**config.mk**
```make
export PLATFORM = sky130hd
export DESIGN_NAME = prio_irq_ctrl
export DESIGN_NICKNAME = d
export VERILOG_FILES = /design/src/rtl/irqc_pkg.sv /design/src/rtl/irqc_edge.sv /design/src/rtl/irqc_regs.sv /design/src/rtl/irqc_arbiter.sv /design/src/rtl/prio_irq_ctrl.sv
export SDC_FILE = /design/constraint.sdc
export NUM_CORES = 1
export LEC_CHECK = 0
export BUFFER_PORTS_ARGS = -buffer_cell sky130_fd_sc_hd__buf_2
export CAP_MARGIN = 20
export CORE_MARGIN = 2
export CORE_UTILIZATION = 25
export CTS_BUF_LIST = sky130_fd_sc_hd__clkbuf_4
export DETAILED_ROUTE_END_ITERATION = 10
export RECOVER_POWER = 25
export SYNTH_ARGS = -nofsm -noshare
export SYNTH_HDL_FRONTEND = slang
export SYNTH_SLANG_ARGS = --single-unit
```
**constraint.sdc**
```tcl
create_clock -name clk -period 3.55 [get_ports clk]
set_clock_uncertainty 0.05 [all_clocks]
set_input_delay 0 -clock clk [delete_from_list [all_inputs] [get_ports clk]]
set_output_delay 0 -clock clk [all_outputs]
set_load 0.01 [all_outputs]
```
**src/rtl/irqc_pkg.sv**
```systemverilog
package irqc_pkg;
  localparam int NUM_SRC  = 6;
  localparam int ID_W     = 3;
  localparam int NUM_GRP  = 3;
  localparam int GRP_W    = 2;
  localparam int CODE_W   = 3;

  // Group sitting at a given slot (0 = highest) for an order code.
  function automatic logic [GRP_W-1:0] grp_at(input logic [CODE_W-1:0] code,
                                              input logic [GRP_W-1:0] slot);
    logic [3*GRP_W-1:0] ord;
    case (code)
      3'd1:    ord = {2'd1, 2'd2, 2'd0};
      3'd2:    ord = {2'd2, 2'd0, 2'd1};
      3'd3:    ord = {2'd0, 2'd2, 2'd1};
      3'd4:    ord = {2'd1, 2'd0, 2'd2};
      3'd5:    ord = {2'd0, 2'd1, 2'd2};
      default: ord = {2'd2, 2'd1, 2'd0};
    endcase
    return ord[slot*GRP_W +: GRP_W];
  endfunction

  // Returns {valid, id}; walks from lowest rank up so the top rank overwrites.
  function automatic logic [ID_W:0] pick(input logic [NUM_SRC-1:0] pend,
                                         input logic [CODE_W-1:0] code);
    logic [ID_W:0] r;
    logic [GRP_W-1:0] g;
    r = '0;
    for (int s = NUM_GRP - 1; s >= 0; s--) begin
      g = grp_at(code, GRP_W'(s));
      for (int w = 1; w >= 0; w--) begin
        if (pend[2*int'(g) + w]) r = {1'b1, ID_W'(2*int'(g) + w)};
      end
    end
    return r;
  endfunction
endpackage

```
**src/rtl/irqc_edge.sv**
```systemverilog
module irqc_edge #(
  parameter int N = 6
) (
  input  logic         clk,
  input  logic         rst_n,
  input  logic [N-1:0] src,
  output logic [N-1:0] rise
);
  logic [N-1:0] src_q;

  for (genvar i = 0; i < N; i++) begin : g_bit
    always_ff @(posedge clk or negedge rst_n) begin
      if (!rst_n) src_q[i] <= 1'b0;
      else        src_q[i] <= src[i];
    end
    assign rise[i] = src[i] & ~src_q[i];
  end
endmodule

```
**src/rtl/irqc_regs.sv**
```systemverilog
module irqc_regs
  import irqc_pkg::*;
#(
  parameter int          ADDR_W    = 8,
  parameter int          DATA_W    = 8,
  parameter logic [7:0]  REQ_ADDR  = 8'hFA,
  parameter logic [7:0]  MASK_ADDR = 8'hFB,
  parameter logic [7:0]  PRIO_ADDR = 8'hF9
) (
  input  logic               clk,
  input  logic               rst_n,
  input  logic [ADDR_W-1:0]  reg_addr,
  input  logic               reg_wr,
  input  logic [DATA_W-1:0]  reg_wdata,
  output logic [DATA_W-1:0]  reg_rdata,
  input  logic [NUM_SRC-1:0] edge_evt,
  input  logic               ack_fire,
  input  logic [ID_W-1:0]    ack_id,
  input  logic               ie_set,
  input  logic               ie_clr,
  output logic               req_wr,
  output logic [NUM_SRC-1:0] req_q,
  output logic [NUM_SRC-1:0] mask_q,
  output logic               gie_q,
  output logic [NUM_SRC-1:0] prio_q
);
  localparam int PAD_W = DATA_W - NUM_SRC;

  logic mask_wr, prio_wr;
  logic [NUM_SRC-1:0] ack_clr, req_base, req_d;
  logic gie_d;

  assign req_wr  = reg_wr && (reg_addr == ADDR_W'(REQ_ADDR));
  assign mask_wr = reg_wr && (reg_addr == ADDR_W'(MASK_ADDR));
  assign prio_wr = reg_wr && (reg_addr == ADDR_W'(PRIO_ADDR));

  assign ack_clr  = ack_fire ? (NUM_SRC'(1) << ack_id) : '0;
  assign req_base = req_wr ? reg_wdata[NUM_SRC-1:0] : req_q;
  assign req_d    = (req_base & ~ack_clr) | edge_evt;

  always_comb begin
    if (ack_fire || ie_clr) gie_d = 1'b0;
    else if (ie_set)        gie_d = 1'b1;
    else if (mask_wr)       gie_d = reg_wdata[DATA_W-1];
    else                    gie_d = gie_q;
  end

  always_ff @(posedge clk or negedge rst_n) begin
    if (!rst_n) begin
      req_q  <= '0;
      mask_q <= '0;
      gie_q  <= 1'b0;
      prio_q <= '0;
    end else begin
      req_q <= req_d;
      gie_q <= gie_d;
      if (mask_wr) mask_q <= reg_wdata[NUM_SRC-1:0];
      if (prio_wr) prio_q <= reg_wdata[NUM_SRC-1:0];
    end
  end

  always_comb begin
    reg_rdata = '0;
    if (reg_addr == ADDR_W'(REQ_ADDR))       reg_rdata = {{PAD_W{1'b0}}, req_q};
    else if (reg_addr == ADDR_W'(MASK_ADDR)) reg_rdata = {gie_q, {(PAD_W-1){1'b0}}, mask_q};
    else if (reg_addr == ADDR_W'(PRIO_ADDR)) reg_rdata = {{PAD_W{1'b0}}, prio_q};
  end
endmodule

```
**src/rtl/irqc_arbiter.sv**
```systemverilog
module irqc_arbiter
  import irqc_pkg::*;
(
  input  logic [NUM_SRC-1:0] req,
  input  logic [NUM_SRC-1:0] mask,
  input  logic               gie,
  input  logic [CODE_W-1:0]  code,
  output logic [NUM_SRC-1:0] pend,
  output logic               valid,
  output logic [ID_W-1:0]    id
);
  assign pend = req & mask & {NUM_SRC{gie}};
  assign {valid, id} = pick(pend, code);
endmodule

```
**src/rtl/prio_irq_ctrl.sv**
```systemverilog
module prio_irq_ctrl
  import irqc_pkg::*;
#(
  parameter int          ADDR_W    = 8,
  parameter int          DATA_W    = 8,
  parameter logic [7:0]  REQ_ADDR  = 8'hFA,
  parameter logic [7:0]  MASK_ADDR = 8'hFB,
  parameter logic [7:0]  PRIO_ADDR = 8'hF9
) (
  input  logic               clk,
  input  logic               rst_n,
  input  logic [NUM_SRC-1:0] src_i,
  input  logic [ADDR_W-1:0]  reg_addr,
  input  logic               reg_wr,
  input  logic [DATA_W-1:0]  reg_wdata,
  output logic [DATA_W-1:0]  reg_rdata,
  input  logic               ie_set_i,
  input  logic               ie_clr_i,
  input  logic               irq_ack,
  output logic               irq_valid,
  output logic [ID_W-1:0]    irq_id
);
  // Named internal events, observed by the bound checker.
  logic [NUM_SRC-1:0] edge_evt;
  logic [NUM_SRC-1:0] req_q, mask_q, prio_q, pend;
  logic               gie_q, ack_fire, req_wr;

  assign ack_fire = irq_ack & irq_valid;

  irqc_edge #(.N(NUM_SRC)) u_edge (
    .clk(clk), .rst_n(rst_n), .src(src_i), .rise(edge_evt)
  );

  irqc_regs #(
    .ADDR_W(ADDR_W), .DATA_W(DATA_W),
    .REQ_ADDR(REQ_ADDR), .MASK_ADDR(MASK_ADDR), .PRIO_ADDR(PRIO_ADDR)
  ) u_regs (
    .clk(clk), .rst_n(rst_n),
    .reg_addr(reg_addr), .reg_wr(reg_wr), .reg_wdata(reg_wdata), .reg_rdata(reg_rdata),
    .edge_evt(edge_evt), .ack_fire(ack_fire), .ack_id(irq_id),
    .ie_set(ie_set_i), .ie_clr(ie_clr_i),
    .req_wr(req_wr), .req_q(req_q), .mask_q(mask_q), .gie_q(gie_q), .prio_q(prio_q)
  );

  irqc_arbiter u_arb (
    .req(req_q), .mask(mask_q), .gie(gie_q), .code(prio_q[CODE_W-1:0]),
    .pend(pend), .valid(irq_valid), .id(irq_id)
  );
endmodule

```
==> flow_metrics.tcl, run 1 <==
set metrics [dict create \
    hold_violations 0 \
    grtUsageTotal 0.126 \
    drive_above_1_share 0.276 \
    nets 272 \
    cp-start-kind "flip-flop" \
    crit_required_ns 3.50 \
    core_area_mm2 0.00714 \
    cts_setup_buffers 0 \
    fin_setup_tns_ns 0 \
    final_period_minus_worst_setup_slack_ns 3.13 \
    clk_latency_ns 0.32 \
    met3_length_um 143 \
    dpl.hpwl_um 3730 \
    fin_hold_ws_ns 0.0600 \
    dr.pass1.iters 4 \
    cts_tree "yes" \
    synth_top_area_cell "dfrtp_1" \
    slew_headroom 0.0931 \
    crit_path_start "u_regs.gie_q" \
    dieWidth_um 89.3 \
    clk_pin_slew_worst_paths_ns 0.13 \
    max-clock-path-buffers 2 \
    min_path_type "in -> reg" \
    htree_num_levels 1 \
    critical-path-top-delay-family "compound AO/OA/AOI/OAI gates" \
    rsz0062_at_grt "no" \
    syn_inst 197 \
    cts-buffers-inserted 3 \
    p_leak_nw 0.943 \
    synthArstFlopShare 1.00 \
    grt_max_degree 26 \
    wl_met1_um 2160 \
    vias 1761 \
    dieArea_mm2 0.00798 \
    start_util 0.255 \
    drc 0 \
    die_y_um 89.3 \
    ys_types 56 \
    slowest_stage "dfrtp_1" \
    wl_per_cell_um 14.2 \
    clock-root-buffer "clkbuf_4" \
    ys_ff_latch 25 \
    netlist.area_leader.share 0.344 \
    clock-sinks 25 \
    totalWireLength_um 4870 \
    power.density_mw_per_mm2 272 \
    outcome "complete, no violations" \
    ys_warn_count 0 \
    setup-violations-final 0 \
    hold_path_startpoint "irq_ack" \
    period_share 0.882 \
    worst_pin_slew_ns 1.36 \
    synth_ff_type "dfrtp_1" \
    n_antenna_cell 0 \
    synth_enable_flop_cells 0 \
    crit_type "reg -> out" \
    netlist_area_mm2 0.00182 \
    antenna_found_initial 0 \
    met2_length_um 2490 \
    antenna_left 0 \
    grt_pass1_vias 1611 \
    crit_chain "inv_2, a211o_1, a32oi_1, a2111oi_0, nor4_2, nand3_1, buf_2" \
    arrival_ns 3.08 \
    synth.avg_cell_area_um2 9.24 \
    maxUsedRoutingLayer "met4" \
    synth.area.top_cells "dfrtp_1 (34%), mux2_2 (12%), nand2_1 (3.3%)" \
    vias_per_cell 5.15 \
    syn2layout_area_growth_pct 23.7 \
    grt_pass1_wl_um 7900 \
    portBuffers 37 \
    fp-row-count 31 \
    overflow 0 \
    drv_slew 0 \
    mostFrequentLayoutCells "buf_2 (33), dfrtp_1 (25), mux2_2 (19), nand2_1 (16), nor2_1 (16)" \
    critPathBufInv 2 \
    crit_fanout 15 \
    maxCapViolCount 0 \
    layout_commonest_cell "buf_2" \
    cp-end-kind "output pin" \
    reg2reg_from "u_regs.prio_q[2]" \
    ctsResizeCount 0 \
    cpPeakStageDelay_ns 0.69 \
    drt_iter0_drc 174 \
    timing.fmax_mhz 319 \
    ios 40 \
    synth_seq_area_share 0.344 \
    syn_nets 225 \
    place_congestion 0.914 \
    max-vdd-ir-drop_uv 261 \
]
-- stage by stage --
| step | std cells | worst slack [ns] | cell area (um2) | power [mW] | utilization |
|---|---|---|---|---|---|
| 6_report | 342 | 0.419 | 2250 | 0.612 | 0.316 |
| 3_3_place_gp | 323 | 0.770 | 2080 | 0.473 | 0.291 |
| 5_1_grt | 342 | 0.307 | 2250 | 0.652 | 0.316 |
| 4_1_cts | 342 | 0.475 | 2260 | 0.619 | 0.316 |
| 3_5_place_dp | 323 | 0.724 | 2080 | 0.476 | 0.291 |
| 2_1_floorplan | 197 | 1.21 | 1820 | 0.424 | - |
-- final timing paths --
| check | to | slack, ns | depth (start not counted) |
|---|---|---|---|
| min in group asynchronous | u_regs.prio_q[2] | 0.45 | 2 |
| max | irq_id[1] | 0.42 | 7 |
| max in group asynchronous | u_regs.req_q[1] | 2.21 | 2 |
| min | u_regs.req_q[2] | 0.06 | 4 |
| min reg2reg | u_regs.req_q[4] | 0.38 | 1 |
| max reg2reg | u_regs.gie_q | 0.52 | 8 |
-- layer usage --
metal / track usage / vias to the layer above
li1: - / 851
met2: 0.214 / 45
met1: 0.168 / 856
met4: 0.0407 / 0
met3: 0.0120 / 9
met5: 0 / -
-- final cells by class --
cell class | count | area, um2
clock buffers | 3 | 22.5
clock inverters | 1 | 5.00
fillers | 776 | 4880
inverters | 5 | 18.8
multi-input cells | 155 | 1110
flip-flops and latches | 25 | 626
well taps | 99 | 124
repair buffers | 54 | 345
-- registers in the layout, summed over array words and instances (netlist names) --
signal,cells
u_regs.prio_q,6
u_regs.gie_q,1
u_regs.mask_q,6
u_edge.src_q,6
u_regs.req_q,6
-- worst reg2reg max path, delay by kind of cell (launching register included) --
family          cells  cell delay [ns]
buf+inv             2             0.86
compound gates      3             0.72
flops               1             0.70
simple gates        3             0.66
-- kinds of logic (layout without fill, tap and decap cells) --
| family | after synthesis | after routing | synth area share |
|---|---|---|---|
| multiplexers | 24 | 24 | 0.145 |
| other | 1 | 1 | 0.00206 |
| AND/OR/NAND/NOR | 76 | 76 | 0.236 |
| flip-flops | 25 | 25 | 0.344 |
| AO/OA/AOI/OAI | 54 | 54 | 0.227 |
| buffers and inverters | 17 | 63 | 0.0460 |
-- power breakdown --
part           internal [mW]  leakage [nW]  switching, mW
clock network         0.0422        0.0177         0.0856
logic                 0.0735         0.628         0.0821
registers              0.301         0.298         0.0281
total                  0.416         0.943          0.196
-- synth_stat cells, types with 2 or more instances --
cell type	count
nand4_1	4
nor3b_1	4
o32ai_1	2
a211oi_1	3
a2111oi_0	2
o2111ai_1	2
a31oi_1	2
mux2_2	19
o211ai_1	5
buf_2	4
inv_1	4
buf_4	2
nand3b_1	3
a22oi_1	6
or4b_1	2
nand3_1	11
and3_1	2
mux2i_1	5
a2bb2oi_1	2
o21ai_0	7
a22o_1	2
o22ai_1	4
nor2_1	16
nand2_1	16
dfrtp_1	25
nand2b_1	4
a21oi_1	6
clkbuf_1	5
-- repair_timing --
action	4_1_cts	5_1_grt
hold buffers	15	0
hold endpoints to repair	50	0
endpoints found under the setup margin	0	0
No activity file was read; power rests on OpenSTA's default activity.
==> inputs of run 2 (changes only) <==
--- a/config.mk
+++ b/config.mk
@@ -7,10 +7,11 @@
 export LEC_CHECK = 0
 export BUFFER_PORTS_ARGS = -buffer_cell sky130_fd_sc_hd__buf_2
 export CAP_MARGIN = 20
-export CORE_MARGIN = 2
-export CORE_UTILIZATION = 25
+export CORE_MARGIN = 3
+export CORE_UTILIZATION = 50
 export CTS_BUF_LIST = sky130_fd_sc_hd__clkbuf_4
 export DETAILED_ROUTE_END_ITERATION = 10
+export PLACE_DENSITY = 0.74
 export RECOVER_POWER = 25
 export SYNTH_ARGS = -nofsm -noshare
 export SYNTH_HDL_FRONTEND = slang
==> run 2 against run 1 <==
Net effect:
- clock-buffer cell count unchanged
- critical endpoint unchanged
- register-to-register slack got worse by 0.04 ns
- cell area down 3.0%
- sequential share of layout area grew 0.86 points
- highest routed layer unchanged
- first-iteration DRC count is 3.4% higher
- die area is 45% lower
- final cell count decreased by 15%
- hold slack got worse by 0.0028 ns
==> flow_metrics.tcl, run 2 (same netlist as run 1, synthesis figures left out) <==
set metrics [dict create \
    grt_pass1_wl_um 7430 \
    worst_pin_slew_ns 1.26 \
    drive_above_1_share 0.272 \
    p_switching_mw 0.189 \
    mostFrequentLayoutCells "buf_2 (32), dfrtp_1 (25), mux2_2 (19), nand2_1 (16), nor2_1 (16)" \
    clock-root-buffer "clkbuf_4" \
    die_y_um 66.3 \
    fin_setup_tns_ns 0 \
    slowest_stage "dfrtp_1" \
    setup-violations-final 0 \
    antenna_found_initial 0 \
    drt_iter0_drc 180 \
    drv_slew 0 \
    vias 1725 \
    p_int_mw 0.416 \
    start_util 0.533 \
    clk_latency_ns 0.32 \
    clk_pin_slew_worst_paths_ns 0.14 \
    core_area_mm2 0.00342 \
    max-clock-path-buffers 2 \
    drc 0 \
    cts-buffers-inserted 3 \
    final_period_minus_worst_setup_slack_ns 3.20 \
    grt_pass1_vias 1580 \
    hold_violations 0 \
    nets 272 \
    dp_slack_ns 0.674 \
    regToRegSetupSlack_ns 0.48 \
    final_cells 289 \
    min_path_type "in -> reg" \
    dieWidth_um 66.3 \
    ios 40 \
    fin_ws_ns 0.353 \
    crit_type "reg -> out" \
    outcome "complete, no violations" \
    crit_required_ns 3.50 \
    p_leak_nw 0.941 \
    crit_chain "buf_4, a211o_1, a32oi_1, a2111oi_0, nor4_2, nand3_1, buf_2" \
    layout_commonest_cell "buf_2" \
    cp-end-kind "output pin" \
    postLayoutCoreUtil 0.640 \
    max-vdd-ir-drop_uv 267 \
    clock-sinks 25 \
    cts_setup_buffers 0 \
    cpPeakStageDelay_ns 0.64 \
    timing.fmax_mhz 313 \
    p_seq_frac 0.545 \
    antenna_left 0 \
    dp_cells 270 \
    portBuffers 37 \
    dr.pass1.iters 4 \
    dieArea_mm2 0.00440 \
    slew_headroom 0.158 \
    maxCapViolCount 0 \
    arrival_ns 3.15 \
    rsz0062_at_grt "no" \
    fp-row-count 21 \
    critical-path-top-delay-family "compound AO/OA/AOI/OAI gates" \
    cp-start-kind "flip-flop" \
    dpl.hpwl_um 3470 \
    vias_per_cell 5.97 \
    grtUsageTotal 0.217 \
    place_congestion 0.965 \
    cts_tree "yes" \
    n_antenna_cell 0 \
    grt_max_degree 26 \
    period_share 0.901 \
    syn2layout_area_growth_pct 20.0 \
    pwr-share-comb 0.253 \
    clockPowerShare 0.202 \
    power.density_mw_per_mm2 277 \
    overflow 0 \
    totalWireLength_um 4530 \
    p_sw_frac 0.312 \
    wl_per_cell_um 15.7 \
    htree_num_levels 1 \
    critPathBufInv 2 \
    crit_fanout 22 \
]
run 2: changes by cell type in the layout (fill, tap and decap cells not counted):
cell,before,now
clkbuf_1,4,5
buf_2,33,32
run 2: path summary, 6_finish.rpt:
| kind | from | end | cells after the start |
|---|---|---|---|
| setup / recovery | u_regs.prio_q[2] | irq_id[1] | 7 |
| hold / removal | irq_ack | u_regs.req_q[3] | 4 |
| setup reg to reg | u_regs.prio_q[2] | u_regs.gie_q | 7 |
| hold reg to reg | u_edge.src_q[5] | u_regs.req_q[5] | 1 |
| max in group asynchronous | rst_n | u_regs.mask_q[5] | 2 |
| min in group asynchronous | rst_n | u_regs.mask_q[0] | 2 |
run 2: per-layer routing:
metal / wire length, um / share of wire / GRT usage
met5: 0 / 0 / 0
met4: 68 / 0.015 / 0.0787
met3: 169 / 0.037 / 0.0170
met2: 2230 / 0.49 / 0.337
met1: 2070 / 0.46 / 0.315
run 2: layout make-up:
class | count | area (um2)
clock inverter | 1 | 5.00
inverter | 5 | 18.8
clock buffer | 3 | 22.5
sequential | 25 | 626
timing repair buffer | 54 | 344
tap | 46 | 57.6
multi-input combinational | 155 | 1110
fill | 299 | 1230
run 2: worst reg2reg max path: cells and delay by family (launching register included):
family / cells / cell delay [ns]
AND/OR/NAND/NOR: 4 / 1.28
buffers and inverters: 1 / 0.58
AO/OA/AOI/OAI: 2 / 0.33
flip-flops: 1 / 0.76
run 2: per-stage QoR:
stage | cell area, um2 | hold WS [ns] | total power, mW
after floorplan | 1820 | -0.346 | 0.424
after CTS | 2190 | 0.0376 | 0.608
after global routing | 2180 | 0.0603 | 0.639
after global placement | 2010 | -0.0362 | 0.473
after detailed placement | 2010 | -0.0405 | 0.474
final | 2180 | 0.0572 | 0.605
run 2: power by group through the flow:
stage | sequential [mW] | clock (mW) | combinational (mW)
after global placement | 0.335 | 0 | 0.138
after CTS | 0.329 | 0.127 | 0.153
final | 0.330 | 0.122 | 0.153
after detailed placement | 0.335 | 0 | 0.139
after global routing | 0.332 | 0.138 | 0.169
after floorplan | 0.318 | 0 | 0.106
run 2: what timing repair did:
item	4_1_cts	5_1_grt
hold buffers	15	0
resized for setup	0	0
hold endpoints to repair	50	0
==> inputs of run 3 (changes only) <==
--- a/config.mk
+++ b/config.mk
@@ -5,13 +5,14 @@
 export SDC_FILE = /design/constraint.sdc
 export NUM_CORES = 1
 export LEC_CHECK = 0
+export ABC_AREA = 1
 export BUFFER_PORTS_ARGS = -buffer_cell sky130_fd_sc_hd__buf_2
 export CAP_MARGIN = 20
 export CORE_MARGIN = 3
 export CORE_UTILIZATION = 50
 export CTS_BUF_LIST = sky130_fd_sc_hd__clkbuf_4
 export DETAILED_ROUTE_END_ITERATION = 10
-export PLACE_DENSITY = 0.74
+export PLACE_DENSITY = 0.76
 export RECOVER_POWER = 25
 export SYNTH_ARGS = -nofsm -noshare
 export SYNTH_HDL_FRONTEND = slang
==> run 3 against run 2 <==
Net effect:
- setup slack improved by 0.62 ns
- non-clock buffer count fell by 1
- first-iteration DRC count fell by 31%
- area after synthesis fell by 12%
- clock-buffer cell count did not move
- power rose by 43%
- sequential power rose by 10%
==> flow_metrics.tcl, run 3 <==
set metrics [dict create \
    synth_common_cells "nand2_1 (71), inv_1 (39), dfrtp_1 (25)" \
    synthXorXnorAreaFrac 0 \
    design_area_mm2 0.00201 \
    synth.avg_cell_area_um2 7.03 \
    htree_num_levels 1 \
    crit_chain "nand3_1, nor2_1, inv_1, nand3_1, nor2_4, a21boi_0, nand3_1, nand2_1, dlygate4sd3_1, nand2_1" \
    syn_inst 229 \
    fin_setup_tns_ns 0 \
    syn2layout_area_growth_pct 24.9 \
    crit_type "reg -> reg" \
    synth.area.top_cells "dfrtp_1 (39%), nand2_1 (17%), inv_1 (9.1%)" \
    synth-compound-area-share 0.122 \
    dieWidth_um 62.8 \
    synth_top_family_by_area "simple AND/OR/NAND/NOR gates" \
    grt_pass1_vias 1552 \
    grt_max_degree 26 \
    crit_fanout 10 \
    setup-violations-final 0 \
    cp-start-kind "flip-flop" \
    drc 0 \
    maxCapViolCount 0 \
    n_antenna_cell 0 \
    ys_warn_count 0 \
    drt_iter0_drc 124 \
    power.density_mw_per_mm2 432 \
    timing.fmax_mhz 389 \
    slew_headroom 0.118 \
    cp-end-kind "flip-flop" \
    rsz0062_at_grt "no" \
    period_share 0.725 \
    crit_required_ns 3.75 \
    cts_tree "yes" \
    p_seq_frac 0.419 \
    totalWireLength_um 3990 \
    clk_pin_slew_worst_paths_ns 0.15 \
    worst_pin_slew_ns 1.32 \
    antenna_found_initial 0 \
    clock-root-buffer "clkbuf_4" \
    p_switching_mw 0.349 \
    ios 40 \
    critical-path-top-delay-family "simple AND/OR/NAND/NOR gates" \
    cts-buffers-inserted 3 \
    place_congestion 0.864 \
    clk_latency_ns 0.33 \
    outcome "complete, no violations" \
    synthArstFlopShare 1.00 \
    cts_setup_buffers 0 \
    dpl.hpwl_um 2900 \
    final_cells 324 \
    fin_hold_ws_ns 0.00710 \
    mostFrequentLayoutCells "nand2_1 (71), inv_1 (39), buf_2 (30), dfrtp_1 (25), nand3_1 (21)" \
    cpPeakStageDelay_ns 0.56 \
    dp_slack_ns 1.55 \
    clock-sinks 25 \
    min_path_type "in -> reg" \
    netlist.area_leader.share 0.389 \
    dieArea_mm2 0.00394 \
    pwr-share-comb 0.420 \
    p_int_mw 0.519 \
    p_sw_frac 0.402 \
    postPlaceCellArea_mm2 0.00183 \
    synth_most_common_cell "nand2_1" \
    arrival_ns 2.77 \
    synth_seq_area_share 0.389 \
    synth_enable_flop_cells 0 \
    crit_top_cell "nand3_1" \
    antenna_left 0 \
    die_y_um 62.8 \
    synthMuxAreaShare 0.0420 \
    final_period_minus_worst_setup_slack_ns 2.57 \
    ys_ff_latch 25 \
    grt_pass1_wl_um 6910 \
    nets 311 \
    layout_commonest_cell "nand2_1" \
    drv_slew 0 \
    fin_ws_ns 0.978 \
    slowest_stage "dfrtp_1" \
    dr.pass1.iters 4 \
    overflow 0 \
    syn_nets 257 \
    max-vdd-ir-drop_uv 272 \
    max-clock-path-buffers 2 \
    netlist_area_mm2 0.00161 \
    hold_violations 0 \
    portBuffers 37 \
    start_util 0.555 \
    vias 1639 \
    drive_above_1_share 0.202 \
    p_leak_nw 1.06 \
    critPathBufInv 2 \
    clockPowerShare 0.161 \
    synth_adder_area_share 0 \
    synth_ff_type "dfrtp_1" \
    grtUsageTotal 0.215 \
    nFillCells 269 \
    synth-simple-area-share 0.335 \
    ys_types 27 \
    synth_top_area_cell "dfrtp_1" \
    vias_per_cell 5.06 \
    fp-row-count 19 \
    dp_cells 304 \
    core_area_mm2 0.00290 \
    wl_per_cell_um 12.3 \
]
[run 3: logic make-up after synthesis]
family          Yosys count
simple gates            121
buf+inv                  46
other cells               1
mux                       6
compound gates           30
flops                    25
[run 3: power groups by stage]
stage	combinational (mW)	clock [mW]	sequential (mW)
after floorplan	0.250	0	0.354
after global placement	0.328	0	0.366
after detailed placement	0.333	0	0.368
after CTS	0.360	0.142	0.362
after global routing	0.412	0.154	0.368
final	0.364	0.139	0.364
[run 3: final timing paths]
kind,start,end,slack [ns],cells after the start
setup reg to reg,u_regs.gie_q,u_regs.req_q[1],0.98,10
max in group asynchronous,rst_n,u_regs.prio_q[1],2.23,2
min in group asynchronous,rst_n,u_edge.src_q[3],0.44,2
setup / recovery,u_regs.gie_q,u_regs.req_q[1],0.98,10
hold / removal,irq_ack,u_regs.req_q[3],0.007,6
hold reg to reg,u_edge.src_q[2],u_regs.req_q[2],0.38,1
[run 3: worst min-delay path, cell delays in order]
cell and delay (ns):
buf_2 0.10, nand2_1 0.07, nor2_2 0.05, nand2_1 0.05, nand2_1 0.05, o21ai_2 0.05
[run 3: layout make-up]
| cell class | instances | area, um2 | share of cell area |
|---|---|---|---|
| multi-input combinational | 158 | 807 | 0.401 |
| clock inverter | 1 | 8.76 | 0.00436 |
| inverter | 42 | 158 | 0.0784 |
| tap | 42 | 52.6 | 0.0261 |
| clock buffer | 3 | 22.5 | 0.0112 |
| sequential | 25 | 626 | 0.311 |
| timing repair buffer | 53 | 337 | 0.167 |
[run 3: per-stage QoR]
step / total power, mW / utilization
detailed placement: 0.701 / 0.630
global placement: 0.694 / 0.630
floorplan: 0.603 / -
global route: 0.933 / 0.693
finish: 0.868 / 0.693
CTS: 0.863 / 0.696
[run 3: per-layer routing]
metal | part of all wire | up-vias | global-route usage
li1 | - | 834 | -
met1 | 0.46 | 717 | 0.295
met2 | 0.45 | 86 | 0.350
met3 | 0.086 | 2 | 0.0558
met4 | 0.0035 | 0 | 0.0303
met5 | 0 | - | 0
[run 3: timing repair]
item,4_1_cts,5_1_grt
hold buffers,16,0
gates resized for setup,0,0
hold endpoints to repair,50,0
